$ cat src/rtl/ptlb_pkg.sv
package ptlb_pkg;

    localparam int VA_W    = 32;
    localparam int PID_W   = 8;
    localparam int MIN_OFF = 10;
    localparam int PN_W    = VA_W - MIN_OFF;
    localparam int SZ_W    = 3;
    localparam int SZ_STEP = 2;

    typedef struct packed {
        logic              vld;
        logic [PID_W-1:0]  pid;
        logic [SZ_W-1:0]   sz;
        logic [PN_W-1:0]   epn;
        logic [PN_W-1:0]   ppn;
    } tlb_ent_t;

    typedef struct packed {
        logic              valid;
        logic              hit;
        logic              miss;
        logic [VA_W-1:0]   pa;
    } tlb_rsp_t;

    // ones on the untranslated offset bits for a given size code
    function automatic logic [VA_W-1:0] off_mask(input logic [SZ_W-1:0] sz);
        logic [VA_W-1:0] m;
        m = '0;
        for (int b = 0; b < VA_W; b++) begin
            if (b < MIN_OFF + SZ_STEP * int'(sz)) m[b] = 1'b1;
        end
        return m;
    endfunction

    // ones on the page-number field bits that take part in the compare
    function automatic logic [PN_W-1:0] pn_cmp_mask(input logic [SZ_W-1:0] sz);
        logic [PN_W-1:0] m;
        m = '0;
        for (int b = 0; b < PN_W; b++) begin
            if (b >= SZ_STEP * int'(sz)) m[b] = 1'b1;
        end
        return m;
    endfunction

endpackage

$ cat src/rtl/ptlb_entry_store.sv
module ptlb_entry_store
    import ptlb_pkg::*;
#(
    parameter int N_ENT = 16,
    localparam int IDX_W = $clog2(N_ENT)
) (
    input  logic             clk,
    input  logic             rst,
    input  logic             inv_all,
    input  logic             wr_en,
    input  logic [IDX_W-1:0] wr_idx,
    input  tlb_ent_t         wr_ent,
    output tlb_ent_t         ents [N_ENT]
);

    tlb_ent_t mem [N_ENT];

    always_ff @(posedge clk) begin
        for (int i = 0; i < N_ENT; i++) begin
            if (rst) begin
                mem[i] <= '0;
            end else if (inv_all) begin
                mem[i].vld <= 1'b0;
            end else if (wr_en && wr_idx == IDX_W'(i)) begin
                mem[i] <= wr_ent;
            end
        end
    end

    logic [N_ENT-1:0] vld_vec;
    for (genvar g = 0; g < N_ENT; g++) begin : g_out
        assign ents[g]    = mem[g];
        assign vld_vec[g] = mem[g].vld;
    end

    AST_INV_CLEARS: assert property (@(posedge clk) disable iff (rst)
        inv_all |=> (vld_vec == '0));

    AST_WR_LOADS: assert property (@(posedge clk) disable iff (rst)
        (wr_en && !inv_all) |=> (ents[$past(wr_idx)] == $past(wr_ent)));

endmodule

$ cat src/rtl/ptlb_match.sv
module ptlb_match
    import ptlb_pkg::*;
#(
    parameter int N_ENT = 16
) (
    input  tlb_ent_t          ents [N_ENT],
    input  logic [VA_W-1:0]   ea,
    input  logic [PID_W-1:0]  pid,
    output logic [N_ENT-1:0]  hit_vec
);

    logic [PN_W-1:0] ea_pn;
    assign ea_pn = ea[VA_W-1:MIN_OFF];

    for (genvar g = 0; g < N_ENT; g++) begin : g_cmp
        logic pn_eq;
        logic pid_eq;
        assign pn_eq  = ((ents[g].epn ^ ea_pn) & pn_cmp_mask(ents[g].sz)) == '0;
        assign pid_eq = (ents[g].pid == pid);
        assign hit_vec[g] = ents[g].vld && pid_eq && pn_eq;
    end

endmodule

$ cat src/rtl/ptlb_prio_sel.sv
module ptlb_prio_sel
    import ptlb_pkg::*;
#(
    parameter int N_ENT = 16
) (
    input  tlb_ent_t          ents [N_ENT],
    input  logic [N_ENT-1:0]  hit_vec,
    input  logic [VA_W-1:0]   ea,
    output logic              any_hit,
    output logic [N_ENT-1:0]  sel_oh,
    output logic [SZ_W-1:0]   sel_sz,
    output logic [VA_W-1:0]   pa
);

    tlb_ent_t        win;
    logic [VA_W-1:0] om;

    always_comb begin
        win     = '0;
        sel_oh  = '0;
        any_hit = 1'b0;
        for (int i = 0; i < N_ENT; i++) begin
            if (hit_vec[i] && !any_hit) begin
                any_hit   = 1'b1;
                sel_oh[i] = 1'b1;
                win       = ents[i];
            end
        end
    end

    assign sel_sz = win.sz;
    assign om     = off_mask(win.sz);
    assign pa     = ({win.ppn, {MIN_OFF{1'b0}}} & ~om) | (ea & om);

endmodule

$ cat src/rtl/ptlb_xlate.sv
module ptlb_xlate
    import ptlb_pkg::*;
#(
    parameter int N_ENT = 16,
    localparam int IDX_W = $clog2(N_ENT)
) (
    input  logic                clk,
    input  logic                rst,
    input  logic                req_valid,
    input  logic [31:0]         req_ea,
    input  logic [7:0]          req_pid,
    input  logic                wr_en,
    input  logic [IDX_W-1:0]    wr_idx,
    input  logic                wr_valid,
    input  logic [7:0]          wr_pid,
    input  logic [2:0]          wr_size,
    input  logic [21:0]         wr_epn,
    input  logic [21:0]         wr_ppn,
    input  logic                inv_all,
    output logic                rsp_valid,
    output logic                rsp_hit,
    output logic                rsp_miss,
    output logic [31:0]         rsp_pa
);

    tlb_ent_t         wr_ent;
    tlb_ent_t         ents [N_ENT];
    logic [N_ENT-1:0] hit_vec;
    logic [N_ENT-1:0] sel_oh;
    logic [SZ_W-1:0]  sel_sz;
    logic             any_hit;
    logic [VA_W-1:0]  pa_c;
    tlb_rsp_t         rsp_q;

    assign wr_ent = '{vld: wr_valid, pid: wr_pid, sz: wr_size, epn: wr_epn, ppn: wr_ppn};

    ptlb_entry_store #(.N_ENT(N_ENT)) u_store (
        .clk     (clk),
        .rst     (rst),
        .inv_all (inv_all),
        .wr_en   (wr_en),
        .wr_idx  (wr_idx),
        .wr_ent  (wr_ent),
        .ents    (ents)
    );

    ptlb_match #(.N_ENT(N_ENT)) u_match (
        .ents    (ents),
        .ea      (req_ea),
        .pid     (req_pid),
        .hit_vec (hit_vec)
    );

    ptlb_prio_sel #(.N_ENT(N_ENT)) u_sel (
        .ents    (ents),
        .hit_vec (hit_vec),
        .ea      (req_ea),
        .any_hit (any_hit),
        .sel_oh  (sel_oh),
        .sel_sz  (sel_sz),
        .pa      (pa_c)
    );

    always_ff @(posedge clk) begin
        if (rst || !req_valid) begin
            rsp_q <= '0;
        end else begin
            rsp_q.valid <= 1'b1;
            rsp_q.hit   <= any_hit;
            rsp_q.miss  <= !any_hit;
            rsp_q.pa    <= any_hit ? pa_c : '0;
        end
    end

    assign rsp_valid = rsp_q.valid;
    assign rsp_hit   = rsp_q.hit;
    assign rsp_miss  = rsp_q.miss;
    assign rsp_pa    = rsp_q.pa;

    AST_RSP_LATENCY: assert property (@(posedge clk) disable iff (rst)
        req_valid |=> rsp_valid);

    AST_IDLE_QUIET: assert property (@(posedge clk) disable iff (rst)
        !req_valid |=> (!rsp_valid && !rsp_hit && !rsp_miss && rsp_pa == '0));

    AST_HIT_MISS_EXCL: assert property (@(posedge clk) disable iff (rst)
        rsp_valid |-> (rsp_hit ^ rsp_miss));

    AST_MISS_PA_ZERO: assert property (@(posedge clk) disable iff (rst)
        rsp_miss |-> (rsp_pa == '0));

    AST_LOWEST_WINS: assert property (@(posedge clk) disable iff (rst)
        (hit_vec & (sel_oh - N_ENT'(1))) == '0);

    AST_OFFSET_KEPT: assert property (@(posedge clk) disable iff (rst)
        (req_valid && any_hit) |=>
            (((rsp_pa ^ $past(req_ea)) & off_mask($past(sel_sz))) == '0));

endmodule

$ cat config.mk
export PLATFORM = sky130hd
export DESIGN_NAME = ptlb_xlate
export DESIGN_NICKNAME = d
export VERILOG_FILES = /design/src/rtl/ptlb_pkg.sv /design/src/rtl/ptlb_entry_store.sv /design/src/rtl/ptlb_match.sv /design/src/rtl/ptlb_prio_sel.sv /design/src/rtl/ptlb_xlate.sv
export SDC_FILE = /design/constraint.sdc
export NUM_CORES = 2
export LEC_CHECK = 0
export BUFFER_PORTS_ARGS = -buffer_cell sky130_fd_sc_hd__buf_2
export CAP_MARGIN = 20
export CORE_AREA = 2 2 406 287
export DETAILED_ROUTE_END_ITERATION = 6
export DIE_AREA = 0 0 408 289
export PLACE_DENSITY = 0.58
export REMOVE_ABC_BUFFERS = 1
export SETUP_SLACK_MARGIN = 0.05
export SLEW_MARGIN = 20
export SYNTH_ARGS = -nofsm -noshare
export SYNTH_HDL_FRONTEND = slang
export SYNTH_HIERARCHICAL = 1
export SYNTH_SLANG_ARGS = --single-unit
$ cat constraint.sdc
create_clock -name clk -period 5.2 [get_ports clk]
set_input_delay 1.04 -clock clk [delete_from_list [all_inputs] [get_ports clk]]
set_output_delay 1.04 -clock clk [all_outputs]
set_load 0.03 [all_outputs]
After elaboration in Yosys (flattened, before gate mapping)
Memory sizes are Yosys's and may differ from the RTL's.
Index checks and enable logic that the tools add are counted.
W data, S select, Z words.
- register bits: 35
- bits in writable memories: 896
- input port bits: 105
- output and inout port bits: 35
- logic and storage cells: 1140
- memories kept: 1
- $add $sub $neg: 1
- order comparisons: 384
- equal/unequal tests: 31
- multiplexer cells: 535
- bitwise operators: 85
- reductions and logical operators: 99
- memory list (name ; depth ; width ; read ports ; clocked after memory_dff ; write ports ; RTL line ; source):
    u_store.mem ; 16 ; 56 ; 16 ; 0 ; 16 ; ptlb_entry_store.sv:16 ; tlb_ent_t mem [N_ENT];
- operators with widths (kind ; number):
    $mux W55 ; 16
    $mux W47 ; 16
    $ge A4 B4 Y1 const A ; 128
    $lt A6 B32 Y1 const A ; 16
    $mux W1 ; 501
    $ge A5 B4 Y1 const A ; 96
    $and A22 B22 Y22 ; 16
    $logic_not A22 Y1 ; 16
    $xor A22 B22 Y22 ; 16
    $ge A3 B4 Y1 const A ; 64
    $eq A8 B8 Y1 ; 16
    $ge A1 B4 Y1 const A ; 32
    $ge A2 B4 Y1 const A ; 32
    $and A32 B32 Y32 ; 2
    $logic_and A1 B1 Y1 ; 63
    $or A1 B1 Y1 ; 48
    $lt A4 B5 Y1 const A ; 8
    $mux W35 ; 1
    $eq A4 B4 Y1 const B ; 8
    $mux W32 ; 1
    $not A32 Y32 ; 1
    $or A32 B32 Y32 ; 1
    $lt A3 B5 Y1 const A ; 4
    $logic_not A1 Y1 ; 17
    10 further kinds ; 16

Depth between registers and ports, before layout
An unclocked memory read counts as a cell.
- word-level depth: 60
- mapped depth: 21
- depth with buffers taken out: 17

Hierarchy
The synthesis kept the hierarchy.
- by module, submodules not included (module ; times used ; cells an instance ; area each (sq um) ; sequential area each (sq um)):
    ptlb_entry_store ; 1 ; 2149 ; 34215.3 ; 26905.8
    ptlb_match ; 1 ; 835 ; 6423.7 ; 0.0
    ptlb_prio_sel ; 1 ; 541 ; 3560.9 ; 0.0
    ptlb_xlate ; 1 ; 79 ; 1112.3 ; 700.7

Worst setup path before layout
No wires, ideal clock.
- path type: input port to flip-flop
- start: in req_ea[28]
- end: reg rsp_q, in the netlist rsp_pa[20]
- data arrival time: 5.180 ns
- slack: -0.097 ns
- stages on the path: 18
- path buffers: 3
- cells stage by stage: buf_2 > buf_6 > xor2_1 > nor4_1 > nand4_1 > a2111oi_1 > buf_2 > nor4b_1 > nor3b_1 > o21ai_0 > o2111a_1 > a21oi_2 > ha_1 > inv_1 > o211a_4 > o31ai_4 > mux2_1 > and4b_1
- RTL lines (element ; RTL line ; source):
    start, declared ; ptlb_xlate.sv:10 ; input logic [31:0] req_ea,
    $xor A22 B22 Y22 * ; ptlb_match.sv:18 ; assign pn_eq = ((ents[g].epn ^ ea_pn) & pn_cmp_mask(ents[g].sz)) == '0;
    $and A22 B22 Y22 * ; ptlb_match.sv:18 ;
    $logic_not A22 Y1 * ; ptlb_match.sv:18 ;
    $logic_and A1 B1 Y1 * ; ptlb_match.sv:20 ; assign hit_vec[g] = ents[g].vld && pid_eq && pn_eq;
    via hit_vec[11] ; ptlb_xlate.sv:28 ; logic [N_ENT-1:0] hit_vec;
    $logic_and A1 B1 Y1 * ; ptlb_prio_sel.sv:23 ; if (hit_vec[i] && !any_hit) begin
    $mux W1 ; ptlb_prio_sel.sv:23 ;
    $logic_not A1 Y1 ; ptlb_prio_sel.sv:23 ;
    [... 11 more ...] ; -- ;
    via sel_sz[1] ; ptlb_xlate.sv:30 ; logic [SZ_W-1:0] sel_sz;
    $add A4 B4 Y5 * ; ptlb_pkg.sv:30 ; if (b < MIN_OFF + SZ_STEP * int'(sz)) m[b] = 1'b1;
    $lt A6 B32 Y1 * ; ptlb_pkg.sv:30 ;
    $mux W1 * ; ptlb_pkg.sv:30 ;
    $not A32 Y32 ; ptlb_prio_sel.sv:33 ; assign pa = ({win.ppn, {MIN_OFF{1'b0}}} & ~om) | (ea & om);
    $and A32 B32 Y32 ; ptlb_prio_sel.sv:33 ;
    $or A32 B32 Y32 * ; ptlb_prio_sel.sv:33 ;
    via pa_c[20] ; ptlb_xlate.sv:32 ; logic [VA_W-1:0] pa_c;
    end, declared ; ptlb_xlate.sv:33 ; tlb_rsp_t rsp_q;
The timed path passes the listed nets; every way through them passes the cells marked *.
A chain may end at the register's enable or synchronous reset.

Final worst setup path
- start: in req_ea[15]
- end: reg rsp_q, in the netlist rsp_pa[25]
- RTL lines (element ; RTL line):
    $xor A22 B22 Y22 * ; ptlb_match.sv:18
    $and A22 B22 Y22 * ; ptlb_match.sv:18
    $logic_not A22 Y1 * ; ptlb_match.sv:18
    $logic_and A1 B1 Y1 * ; ptlb_match.sv:20
    via hit_vec[1] ; ptlb_xlate.sv:28
    $logic_and A1 B1 Y1 * ; ptlb_prio_sel.sv:23
    $mux W1 ; ptlb_prio_sel.sv:23
    $logic_not A1 Y1 ; ptlb_prio_sel.sv:23
    [... 41 more ...] ; --
    via sel_sz[0] ; ptlb_xlate.sv:30
    $add A4 B4 Y5 * ; ptlb_pkg.sv:30
    $lt A6 B32 Y1 * ; ptlb_pkg.sv:30
    $mux W1 * ; ptlb_pkg.sv:30
    $not A32 Y32 ; ptlb_prio_sel.sv:33
    $and A32 B32 Y32 ; ptlb_prio_sel.sv:33
    $or A32 B32 Y32 * ; ptlb_prio_sel.sv:33
    via pa_c[25] ; ptlb_xlate.sv:32
Marked as above.

==> flow_summary.toml <==
[outcome]
status = "complete, no violations"

[synth]
synth_warnings = 6
mappedNetlistArea_um2 = 45300
syn-mean-instance-area_um2 = 12.57
syn_inst = 3603

[hold_path]
hold_class = "primary input to register"
hold_path_depth = 3

[clock_tree]
worstSkewPairLatency_ns = 0.72
cts.sinks = 931
cts_tree = "done"
clkTransAtPathRegs_ns = 0.06
root_buffer = "clkbuf_16"
cts_inserted_buffers = 96
clk_path_buf_depth = 3
htree_levels = 3

[setup_path]
path_max_fanout = 13
critPathArrivalTime_ns = 5.76
endpoint_kind = "register"
path_class = "primary input to register"
worst_ep_required_time_ns = 5.80
startpoint_type = "primary input"
reg2regPathDepth = 17

[grt]
grt_antenna_before_repair = 13
grt_pass1_vias = 30890
grt_max_degree = 169
grt_pass1_wl_mm = 231.9
grt-ovfl-total = 0
grt_usage_pct = 27.24

[timing]
slew_headroom_pct = 15.74
worstMarginPinSlew_ns = 1.264
hold_violations = 0
timing.hold.ws_ns = 0.6934
skew_ns = 0.03047
max_freq_ghz = 0.1937
rsz0062_at_grt = "false"
drv_slew = 0
layout_min_cycle_time_ns = 5.161
setup_violations = 0
finalCritPeriodShare_pct = 99.26

[power_and_ir_drop]
powerDensity_nw_per_um2 = 324.2
vdd_drop_max_mv = 0.2458
p_total_w = 0.01728
p_leak_nw = 21.23

[detailed_routing]
wire_per_inst_um = 29.92
via_count = 32650
drcViolationCount = 0
detail-route-antenna-nets = 0
first_pass_iters = 6
drt-vias-per-instance = 5.966
dr.first_iter.drc_count = 5220
routed_wl_mm = 163.7

[floorplanning]
rows = 104
io_pins = 140
die_y_um = 289
die_x_um = 408
core-area_um2 = 114100
start_util_pct = 39.70
die-area_um2 = 117900

[placed_design]
hpwl_mm = 104.9
portBuffers = 139
gp_congestion = 0.9932

[final_layout]
utilization_pct = 46.72
drive_gt1_share_pct = 20.46
layout_commonest_cell = "edfxtp_1"
syn2layout_area_growth_pct = 17.68
mostFrequentLayoutCells = "896 x edfxtp_1, 683 x and3_1, 321 x buf_4"
fin_nets = 3963

[flow_run]
maxCapViolations = 0
-- registers in the layout, summed over array words and instances, names as in the netlist --
name / cells
rsp_miss: 1
rsp_valid: 1
u_store/mem: 896
rsp_hit: 1
rsp_pa: 32
-- power breakdown --
group	leakage [nW]	total [W]	switching [W]	internal [W]
sequential	8.85	0.00882	0.000201	0.00861
clock	1.49	0.00690	0.00304	0.00386
combinational	10.9	0.00157	0.00105	0.000516
-- layout make-up --
| class | instances | area (um2) |
|---|---|---|
| clock inverter | 38 | 381.6 |
| multi-input combinational | 2266 | 16150 |
| inverter | 33 | 123.9 |
| timing repair buffer | 527 | 4462 |
| fill | 10150 | 60810 |
| tap | 1537 | 1923 |
| sequential | 931 | 27610 |
| clock buffer | 135 | 2651 |
| antenna | 5 | 12.51 |
-- worst paths after layout --
check | end | slack (ns) | startpoint
setup / recovery | rsp_pa[25] | 0.04 | req_ea[15]
hold / removal | rsp_pa[2] | 0.69 | req_ea[2]
hold reg to reg | rsp_pa[15] | 0.74 | u_store/mem[1][397]
setup reg to reg | rsp_pa[26] | 0.20 | u_store/mem[0][382]
-- critical path: stages --
cell and delay, ns:
buf_2 0.19, buf_12 0.20, xnor2_1 0.13, nand2_1 0.24, nor4_1 0.55, o211ai_1 0.22, a2111oi_4 0.46, buf_12 0.20
nor2b_2 0.05, a22oi_1 0.26, o21ai_0 0.16, a211oi_1 0.43, o21ai_2 0.15, ha_1 0.24, inv_1 0.07, o211a_4 0.17
nand3_4 0.12, a21oi_2 0.30, mux2_2 0.37, and4b_1 0.20
-- metrics by stage --
step | TNS (ns) | instance area, um2 | cells | worst slack (ns)
final | 0 | 53310 | 5472 | 0.03859
after global routing | 0 | 53300 | 5467 | 0.05286
after CTS | 0 | 53200 | 5466 | 0.08888
after detailed placement | -15.30 | 50170 | 5293 | -0.6440
after global placement | -16.15 | 50150 | 5292 | -0.6820
after floorplan | -638.93 | 43510 | 3230 | -1.168
-- metal layers --
metal  GRT usage (%)  vias up  share of wire, %
met1           40.84    16450                44
met4           7.148        4               2.5
met5               0        -             0.013
met2           37.90     1979                41
li1                -    13970                 -
met3           8.303      245                12
-- repair_timing --
item                                    in CTS  in global routing
buffers inserted                             0                  0
hold buffers                                 0                  0
endpoints found under the setup margin       0                 28
resized for setup                            0                 11
Note: power is estimated with default switching activity, not from simulation.
